--- src/rtl/fcs_pkg.sv ---
package fcs_pkg;

    typedef enum logic [2:0] {
        ST_IDLE,
        ST_OPCODE,
        ST_ADDR,
        ST_DUMMY,
        ST_WDATA,
        ST_RDATA,
        ST_DONE
    } seq_state_t;

    typedef struct packed {
        logic [7:0] opcode;
        logic       rd_en;
        logic [2:0] rd_cnt;
        logic       addr_en;
        logic [1:0] addr_cnt;
        logic       wr_en;
        logic [2:0] wr_cnt;
        logic [4:0] dummy;
    } cmd_t;

    // control word bit positions (software visible)
    localparam int POS_EXEC    = 0;
    localparam int POS_WR_EN   = 15;
    localparam int POS_RD_EN   = 23;
    localparam logic [31:0] CTRL_KEEP = 32'hFFFB_FF80;

    // register select values
    localparam int SEL_CTRL = 0;
    localparam int SEL_ADDR = 1;
    localparam int SEL_WLO  = 2;
    localparam int SEL_WHI  = 3;
    localparam int SEL_RLO  = 4;
    localparam int SEL_RHI  = 5;

    function automatic cmd_t decode_ctrl(input logic [31:0] w);
        cmd_t c;
        c.opcode   = w[31:24];
        c.rd_en    = w[23];
        c.rd_cnt   = w[22:20];
        c.addr_en  = w[19];
        c.addr_cnt = w[17:16];
        c.wr_en    = w[15];
        c.wr_cnt   = w[14:12];
        c.dummy    = w[11:7];
        return c;
    endfunction

endpackage

--- src/rtl/fcs_regs.sv ---
module fcs_regs
    import fcs_pkg::*;
#(
    parameter int SEL_W  = 3,
    parameter int DATA_W = 64
) (
    input  logic              clk,
    input  logic              rst_n,
    input  logic              cfg_wr,
    input  logic [SEL_W-1:0]  cfg_sel,
    input  logic [31:0]       cfg_wdata,
    output logic [31:0]       cfg_rdata,
    input  logic              seq_busy,
    input  logic [DATA_W-1:0] rd_data,
    output logic              start,
    output cmd_t              cmd,
    output logic [31:0]       cmd_addr,
    output logic [DATA_W-1:0] wr_data
);

    logic [31:0] ctrl_q;
    logic [31:0] addr_q;
    logic [31:0] wlo_q;
    logic [31:0] whi_q;
    logic        start_q;
    logic        locked;
    logic        ctrl_hit;
    logic        launch;

    assign locked   = seq_busy || start_q;
    assign ctrl_hit = cfg_wr && (cfg_sel == SEL_W'(SEL_CTRL));
    assign launch   = ctrl_hit && !locked && cfg_wdata[POS_EXEC]
                      && !(cfg_wdata[POS_RD_EN] && cfg_wdata[POS_WR_EN]);

    always_ff @(posedge clk or negedge rst_n) begin
        if (!rst_n) begin
            ctrl_q  <= '0;
            addr_q  <= '0;
            wlo_q   <= '0;
            whi_q   <= '0;
            start_q <= 1'b0;
        end else begin
            start_q <= launch;
            if (ctrl_hit && !locked)
                ctrl_q <= cfg_wdata & CTRL_KEEP;
            if (cfg_wr && cfg_sel == SEL_W'(SEL_ADDR))
                addr_q <= cfg_wdata;
            if (cfg_wr && cfg_sel == SEL_W'(SEL_WLO))
                wlo_q <= cfg_wdata;
            if (cfg_wr && cfg_sel == SEL_W'(SEL_WHI))
                whi_q <= cfg_wdata;
        end
    end

    always_comb begin
        cfg_rdata = '0;
        case (cfg_sel)
            SEL_W'(SEL_CTRL): cfg_rdata = {ctrl_q[31:2], locked, 1'b0};
            SEL_W'(SEL_ADDR): cfg_rdata = addr_q;
            SEL_W'(SEL_WLO):  cfg_rdata = wlo_q;
            SEL_W'(SEL_WHI):  cfg_rdata = whi_q;
            SEL_W'(SEL_RLO):  cfg_rdata = rd_data[31:0];
            SEL_W'(SEL_RHI):  cfg_rdata = rd_data[63:32];
            default:          cfg_rdata = '0;
        endcase
    end

    assign start    = start_q;
    assign cmd      = decode_ctrl(ctrl_q);
    assign cmd_addr = addr_q;
    assign wr_data  = {whi_q, wlo_q};


    locked_ctrl_chk: assert property (@(posedge clk) disable iff (!rst_n)
        (ctrl_hit && locked) |=> $stable(ctrl_q));

endmodule

--- src/rtl/fcs_bit_timer.sv ---
module fcs_bit_timer #(
    parameter int HALF_DIV = 2
) (
    input  logic clk,
    input  logic rst_n,
    input  logic run,
    output logic sck_hi,
    output logic bit_end
);

    localparam int TICKS = 2 * HALF_DIV;
    localparam int TW    = (TICKS > 2) ? $clog2(TICKS) : 1;

    logic [TW-1:0] tmr;

    assign bit_end = run && (tmr == TW'(TICKS - 1));
    assign sck_hi  = run && (tmr >= TW'(HALF_DIV));

    always_ff @(posedge clk or negedge rst_n) begin
        if (!rst_n)
            tmr <= '0;
        else if (!run || bit_end)
            tmr <= '0;
        else
            tmr <= tmr + TW'(1);
    end

endmodule

--- src/rtl/fcs_engine.sv ---
module fcs_engine
    import fcs_pkg::*;
#(
    parameter int HALF_DIV  = 2,
    parameter int MAX_BYTES = 8
) (
    input  logic                   clk,
    input  logic                   rst_n,
    input  logic                   start,
    input  cmd_t                   cmd,
    input  logic [31:0]            cmd_addr,
    input  logic [8*MAX_BYTES-1:0] wr_data,
    input  logic                   spi_miso,
    output logic                   busy,
    output logic [8*MAX_BYTES-1:0] rd_data,
    output logic                   spi_cs_n,
    output logic                   spi_sck,
    output logic                   spi_mosi
);

    localparam int SR_W = 8 * MAX_BYTES;
    localparam int IW   = $clog2(SR_W) + 1;
    localparam int BW   = $clog2(MAX_BYTES);

    seq_state_t      state;
    seq_state_t      follow;
    logic [SR_W-1:0] tx_sr;
    logic [6:0]      rx_byte;
    logic [IW-1:0]   bit_idx;
    logic [IW-1:0]   phase_len;
    logic            active;
    logic            sck_hi;
    logic            bit_end;
    logic            phase_last;

    fcs_bit_timer #(.HALF_DIV(HALF_DIV)) u_timer (
        .clk     (clk),
        .rst_n   (rst_n),
        .run     (active),
        .sck_hi  (sck_hi),
        .bit_end (bit_end)
    );

    function automatic seq_state_t next_phase(input seq_state_t s, input cmd_t c);
        seq_state_t r;
        r = ST_DONE;
        if (s != ST_WDATA && s != ST_RDATA) begin
            if (c.rd_en) r = ST_RDATA;
            if (c.wr_en) r = ST_WDATA;
            if (s != ST_DUMMY && c.dummy != 5'd0) r = ST_DUMMY;
            if (s == ST_OPCODE && c.addr_en) r = ST_ADDR;
        end
        return r;
    endfunction

    function automatic logic [SR_W-1:0] tx_image(input seq_state_t s, input cmd_t c,
                                                  input logic [31:0] a,
                                                  input logic [SR_W-1:0] wd);
        logic [SR_W-1:0] img;
        img = '0;
        case (s)
            ST_OPCODE: img[SR_W-1 -: 8] = c.opcode;
            ST_ADDR:   img[SR_W-1 -: 32] = a << ({3'd0, ~c.addr_cnt} * 5'd8);
            ST_WDATA:  for (int k = 0; k < MAX_BYTES; k++)
                           img[SR_W-1-8*k -: 8] = wd[8*k +: 8];
            default:   img = '0;
        endcase
        return img;
    endfunction

    always_comb begin
        follow = next_phase(state, cmd);
        unique case (state)
            ST_OPCODE: phase_len = IW'(8);
            ST_ADDR:   phase_len = IW'({cmd.addr_cnt, 3'b000}) + IW'(8);
            ST_DUMMY:  phase_len = IW'(cmd.dummy);
            ST_WDATA:  phase_len = IW'({cmd.wr_cnt, 3'b000}) + IW'(8);
            ST_RDATA:  phase_len = IW'({cmd.rd_cnt, 3'b000}) + IW'(8);
            default:   phase_len = IW'(8);
        endcase
        phase_last = (bit_idx == phase_len - IW'(1));
    end

    // state register and shift path
    always_ff @(posedge clk or negedge rst_n) begin
        if (!rst_n) begin
            state   <= ST_IDLE;
            bit_idx <= '0;
            tx_sr   <= '0;
        end else begin
            unique case (state)
                ST_IDLE: if (start) begin
                    state   <= ST_OPCODE;
                    bit_idx <= '0;
                    tx_sr   <= tx_image(ST_OPCODE, cmd, cmd_addr, wr_data);
                end
                ST_DONE: state <= ST_IDLE;
                default: if (bit_end) begin
                    if (phase_last) begin
                        state   <= follow;
                        bit_idx <= '0;
                        tx_sr   <= tx_image(follow, cmd, cmd_addr, wr_data);
                    end else begin
                        bit_idx <= bit_idx + IW'(1);
                        tx_sr   <= tx_sr << 1;
                    end
                end
            endcase
        end
    end

    // receive path
    always_ff @(posedge clk or negedge rst_n) begin
        if (!rst_n) begin
            rx_byte <= '0;
            rd_data <= '0;
        end else if (state == ST_IDLE && start && cmd.rd_en) begin
            rd_data <= '0;
        end else if (state == ST_RDATA && bit_end) begin
            rx_byte <= {rx_byte[5:0], spi_miso};
            if (bit_idx[2:0] == 3'b111)
                rd_data[{bit_idx[BW+2:3], 3'b000} +: 8] <= {rx_byte, spi_miso};
        end
    end

    // outputs
    always_comb begin
        busy     = (state != ST_IDLE);
        active   = (state != ST_IDLE) && (state != ST_DONE);
        spi_cs_n = !active;
        spi_sck  = active && sck_hi;
        spi_mosi = active && tx_sr[SR_W-1];
    end


    cs_after_start_chk: assert property (@(posedge clk) disable iff (!rst_n)
        (state == ST_IDLE && start) |=> !spi_cs_n);


    rd_hold_chk: assert property (@(posedge clk) disable iff (!rst_n)
        (!busy && !start) |=> $stable(rd_data));


    mosi_steady_chk: assert property (@(posedge clk) disable iff (!rst_n)
        (spi_sck && $past(spi_sck)) |-> $stable(spi_mosi));

endmodule

--- src/rtl/flash_cmd_seq.sv ---
module flash_cmd_seq
    import fcs_pkg::*;
#(
    parameter int HALF_DIV = 2,
    parameter int SEL_W    = 3
) (
    input  logic             clk,
    input  logic             rst_n,
    input  logic             cfg_wr,
    input  logic [SEL_W-1:0] cfg_sel,
    input  logic [31:0]      cfg_wdata,
    output logic [31:0]      cfg_rdata,
    output logic             spi_cs_n,
    output logic             spi_sck,
    output logic             spi_mosi,
    input  logic             spi_miso
);

    localparam int MAX_BYTES = 8;
    localparam int DATA_W    = 8 * MAX_BYTES;

    logic              start;
    logic              busy;
    cmd_t              cmd;
    logic [31:0]       cmd_addr;
    logic [DATA_W-1:0] wr_data;
    logic [DATA_W-1:0] rd_data;

    fcs_regs #(.SEL_W(SEL_W), .DATA_W(DATA_W)) u_regs (
        .clk       (clk),
        .rst_n     (rst_n),
        .cfg_wr    (cfg_wr),
        .cfg_sel   (cfg_sel),
        .cfg_wdata (cfg_wdata),
        .cfg_rdata (cfg_rdata),
        .seq_busy  (busy),
        .rd_data   (rd_data),
        .start     (start),
        .cmd       (cmd),
        .cmd_addr  (cmd_addr),
        .wr_data   (wr_data)
    );

    fcs_engine #(.HALF_DIV(HALF_DIV), .MAX_BYTES(MAX_BYTES)) u_engine (
        .clk      (clk),
        .rst_n    (rst_n),
        .start    (start),
        .cmd      (cmd),
        .cmd_addr (cmd_addr),
        .wr_data  (wr_data),
        .spi_miso (spi_miso),
        .busy     (busy),
        .rd_data  (rd_data),
        .spi_cs_n (spi_cs_n),
        .spi_sck  (spi_sck),
        .spi_mosi (spi_mosi)
    );


    sck_rest_chk: assert property (@(posedge clk) disable iff (!rst_n)
        spi_cs_n |-> !spi_sck);

endmodule

--- config.mk ---
export PLATFORM = sky130hd
export DESIGN_NAME = flash_cmd_seq
export DESIGN_NICKNAME = d
export VERILOG_FILES = /design/src/rtl/fcs_pkg.sv /design/src/rtl/fcs_regs.sv /design/src/rtl/fcs_bit_timer.sv /design/src/rtl/fcs_engine.sv /design/src/rtl/flash_cmd_seq.sv
export SDC_FILE = /design/constraint.sdc
export NUM_CORES = 1
export LEC_CHECK = 0
export BUFFER_PORTS_ARGS = -buffer_cell sky130_fd_sc_hd__buf_4
export CORE_ASPECT_RATIO = 0.9
export CORE_MARGIN = 5
export CORE_UTILIZATION = 53
export CTS_CLUSTER_SIZE = 40
export DETAILED_ROUTE_END_ITERATION = 6
export MAX_ROUTING_LAYER = met4
export PLACE_DENSITY = 0.7
export SYNTH_ARGS = -nofsm -noshare
export SYNTH_HDL_FRONTEND = slang
export SYNTH_SLANG_ARGS = --single-unit
--- constraint.sdc ---
create_clock -name clk -period 7.1 [get_ports clk]
set_input_delay 1.42 -clock clk [delete_from_list [all_inputs] [get_ports clk]]
set_output_delay 1.42 -clock clk [all_outputs]
set_load 0.05 [all_outputs]
==> impl_metrics.csv <==
group,metric,value,unit
timing,finalSetupViolCount,0,
die,core_area,0.0260,mm2
cts,cts.path.max_buffers,3,
timing,hold_violations,0,
cts,cts_setup_buffers,0,
worst_setup_path,worst-setup-path-type,"reg2reg",
timing,holdWs,470,ps
pwr,power_density,278,mW/mm2
timing,period_needed,4840,ps
worst_setup_path,r2r_start,"u_engine.state[1]$_DFFE_PN0P_",
detailed_routing,drc,0,
placement,place.gp.congestion,0.951,
cells_and_area,drive_gt1_frac,0.226,
timing,tightestPinTransition,1190,ps
detailed_routing,drt-total-wl,43000,um
synth,synth-seq-area-share,0.481,
cells_and_area,mostFrequentLayoutCells,"268 x dfrtp_1, 140 x mux2_2, 116 x nor2_1, 112 x nand2_1, 100 x a22oi_1",
worst_setup_path,critPathTopFamily,"compound AO/OA/AOI/OAI gates",
cts,clk_pin_slew,60,ps
die,die-area,0.0297,mm2
cells_and_area,final_area,0.0156,mm2
grt,grt_pass1_vias,10900,
die,start_util,0.536,
grt,antenna_found_initial,0,
cts,postCtsHoldBufs,0,
placement,place_hpwl,29100,um
placement,pre_cts_slack,2320,ps
timing,final.setup.tns,0,ps
synth,synth_cells,1315,
timing,drv_slew,0,
worst_setup_path,critPathArrivalTime,5290,ps
timing,fin_ws,2260,ps
grt,grt-ovfl-total,0,
placement,port_buffers,73,
worst_setup_path,cp_max_fo,50,
die,die_w,181,um
detailed_routing,wl_per_cell,25.5,um
timing,slew_headroom,0.206,
flow_run,maxCapViolCount,0,
worst_setup_path,path_cells,"nor2b_1 -> nand2_1 -> mux2_2 -> ha_1 -> or3b_1 -> mux2i_1 -> nor3_1 -> o211ai_1 -> o2111a_2 -> buf_4 -> a21oi_1 -> a311o_1",
cts,h-tree-depth,1,
worst_setup_path,crit_start,"u_engine.state[1]$_DFFE_PN0P_",
cts,cts_tree,"done",
pwr,vdd_ir_drop_max,0.193,mV
die,chipHeight,164,um
timing,fin_crit_sh,0.681,
detailed_routing,drtPass1Iterations,6,
grt,grt_pass1_wl,66100,um
worst_setup_path,critPathBufInv,1,
worst_setup_path,slowest_stage,"o2111a_2",
detailed_routing,viasPerCell,6.53,
synth,synth_cell_types,64,
pwr,p_leak,0.00696,uW
detailed_routing,drt_iter0_markers,1371,
worst_hold_path,min_from,"u_engine.u_timer.tmr[0]$_DFF_PN0_",
worst_setup_path,critPathRequiredTime,7550,ps
worst_setup_path,cp-start-kind,"flip-flop",
worst_setup_path,max_stage_delay,980,ps
timing,rsz0062_at_grt,"false",
worst_setup_path,r2r_cells,12,
cts,cts-root-buf,"clkbuf_16",
synth,synth_edf_count,0,
die,rows,56,
timing,skew,23.9,ps
detailed_routing,ant_nets,0,
worst_hold_path,hold_path_class,"reg2reg",
status,status,"complete, no violations",
placement,post_dp_cell_area,0.0147,mm2
synth,synth_async_sr_flop_share,1.00,
worst_setup_path,r2r_setup_slack,2260,ps
cts,clkLatencyLatePin,570,ps
cts,cts_resized,0,
pwr,total_power,4350,uW
cells_and_area,area_delta_synth_final,12.2,%
die,io_pins,74,
synth,yosysWarnings,0,
timing,fmax,207,MHz
worst_hold_path,holdPathStages,1,
cts,cts.sinks,268,
synth,syn-cell-area,0.0139,mm2
cts,cts_buffers,28,
worst_setup_path,worstReg2RegEnd,"u_engine.tx_sr[30]$_DFFE_PN0P_",
synth,avgSynthCellArea,10.6,um2
synth,syn-num-nets,1364,
synth,synth-main-ff-cell,"dfrtp_1",
cells_and_area,final_common_cell,"dfrtp_1",
grt,grt_max_degree,120,
detailed_routing,vias,11000,
worst_hold_path,min_to,"u_engine.u_timer.tmr[0]$_DFF_PN0_",
synth,synth_seq_cells,268,
cells_and_area,fill_cells,2147,
worst_setup_path,worstSetupEndpointType,"flip-flop",
grt,track_usage,0.295,
cells_and_area,num-nets-final,1367,
==> cell families after synthesis <==
logic type,share of synthesized area
and+or+nand+nor,0.125
AOI/OAI and AO/OA,0.166
DFF,0.481
muxes,0.173
buffers and inverters,0.0423
adders and majority gates,0.00897
xor gates and xnor gates,0.00440
==> worst max path at each step <==
stage / end / slack [ps] / depth (start not counted)
2_1_floorplan: cfg_rdata[22] / 2700 / 7
3_3_place_gp: u_engine.tx_sr[26]$_DFFE_PN0P_ / 2430 / 12
3_5_place_dp: u_engine.tx_sr[30]$_DFFE_PN0P_ / 2320 / 12
4_1_cts: u_engine.tx_sr[30]$_DFFE_PN0P_ / 2320 / 12
5_1_grt: u_engine.tx_sr[30]$_DFFE_PN0P_ / 1940 / 10
6_report: u_engine.tx_sr[30]$_DFFE_PN0P_ / 2260 / 12
==> worst register-to-register path, stage by stage (launching register included) <==
cell	delay, ps
dfrtp_1	560
nor2b_1	670
nand2_1	180
mux2_2	310
ha_1	210
or3b_1	350
mux2i_1	230
nor3_1	100
o211ai_1	220
o2111a_2	980
buf_4	430
a21oi_1	130
a311o_1	350
==> power by group <==
part | leakage [uW] | switching (uW) | internal (uW)
Sequential | 0.00348 | 263 | 1710
Combinational | 0.00300 | 468 | 340
Clock | 0.000476 | 637 | 941
Total | 0.00696 | 1370 | 2990
==> area by class of cell <==
type / count / area (um2) / area share
clock inverter: 13 / 220 / 0.0141
clock buffer: 37 / 764 / 0.0489
timing repair buffer: 97 / 748 / 0.0478
multi-input combinational: 910 / 6720 / 0.430
sequential: 268 / 6710 / 0.429
tap: 348 / 435 / 0.0278
inverter: 13 / 48.8 / 0.00312
antenna: 1 / 2.50 / 0.000160
==> state kept, by name (all words and copies together), names as in the netlist <==
| name | flops |
|---|---|
| u_engine.bit_idx | 7 |
| u_engine.rd_data | 64 |
| u_engine.rx_byte | 7 |
| u_engine.state | 3 |
| u_engine.tx_sr | 64 |
| u_engine.u_timer.tmr | 2 |
| u_regs.cmd_addr | 32 |
| u_regs.ctrl_q | 24 |
| u_regs.start | 1 |
| u_regs.whi_q | 32 |
| u_regs.wlo_q | 32 |
==> synthesized netlist by cell type (all sizes together), types with 13 or more instances <==
| cell type | count | area share |
|---|---|---|
| a22o | 18 | 0.011 |
| dfrtp | 268 | 0.48 |
| a21oi | 77 | 0.028 |
| and2 | 39 | 0.017 |
| a221o | 32 | 0.023 |
| inv | 13 | 0.0035 |
| clkbuf | 79 | 0.021 |
| a22oi | 100 | 0.054 |
| mux2 | 140 | 0.11 |
| mux2i | 83 | 0.060 |
| nand3 | 32 | 0.012 |
| buf | 44 | 0.017 |
| nor2 | 119 | 0.032 |
| a311o | 32 | 0.023 |
| nand2 | 112 | 0.030 |
==> per-layer routing <==
metal	GRT usage	part of all wire	routed length, um	vias up
met5	-	0	0	-
met4	0.0948	0.035	1520	0
met3	0.0545	0.088	3800	76
met2	0.444	0.45	19400	506
met1	0.409	0.42	18300	5588
li1	-	-	-	4848
==> through the flow <==
stage,util,cells
2_1_floorplan,-,1315
3_3_place_gp,0.564,1636
3_5_place_dp,0.564,1636
4_1_cts,0.602,1686
5_1_grt,0.602,1686
6_report,0.602,1687
No activity file was read; power rests on OpenSTA's default activity.
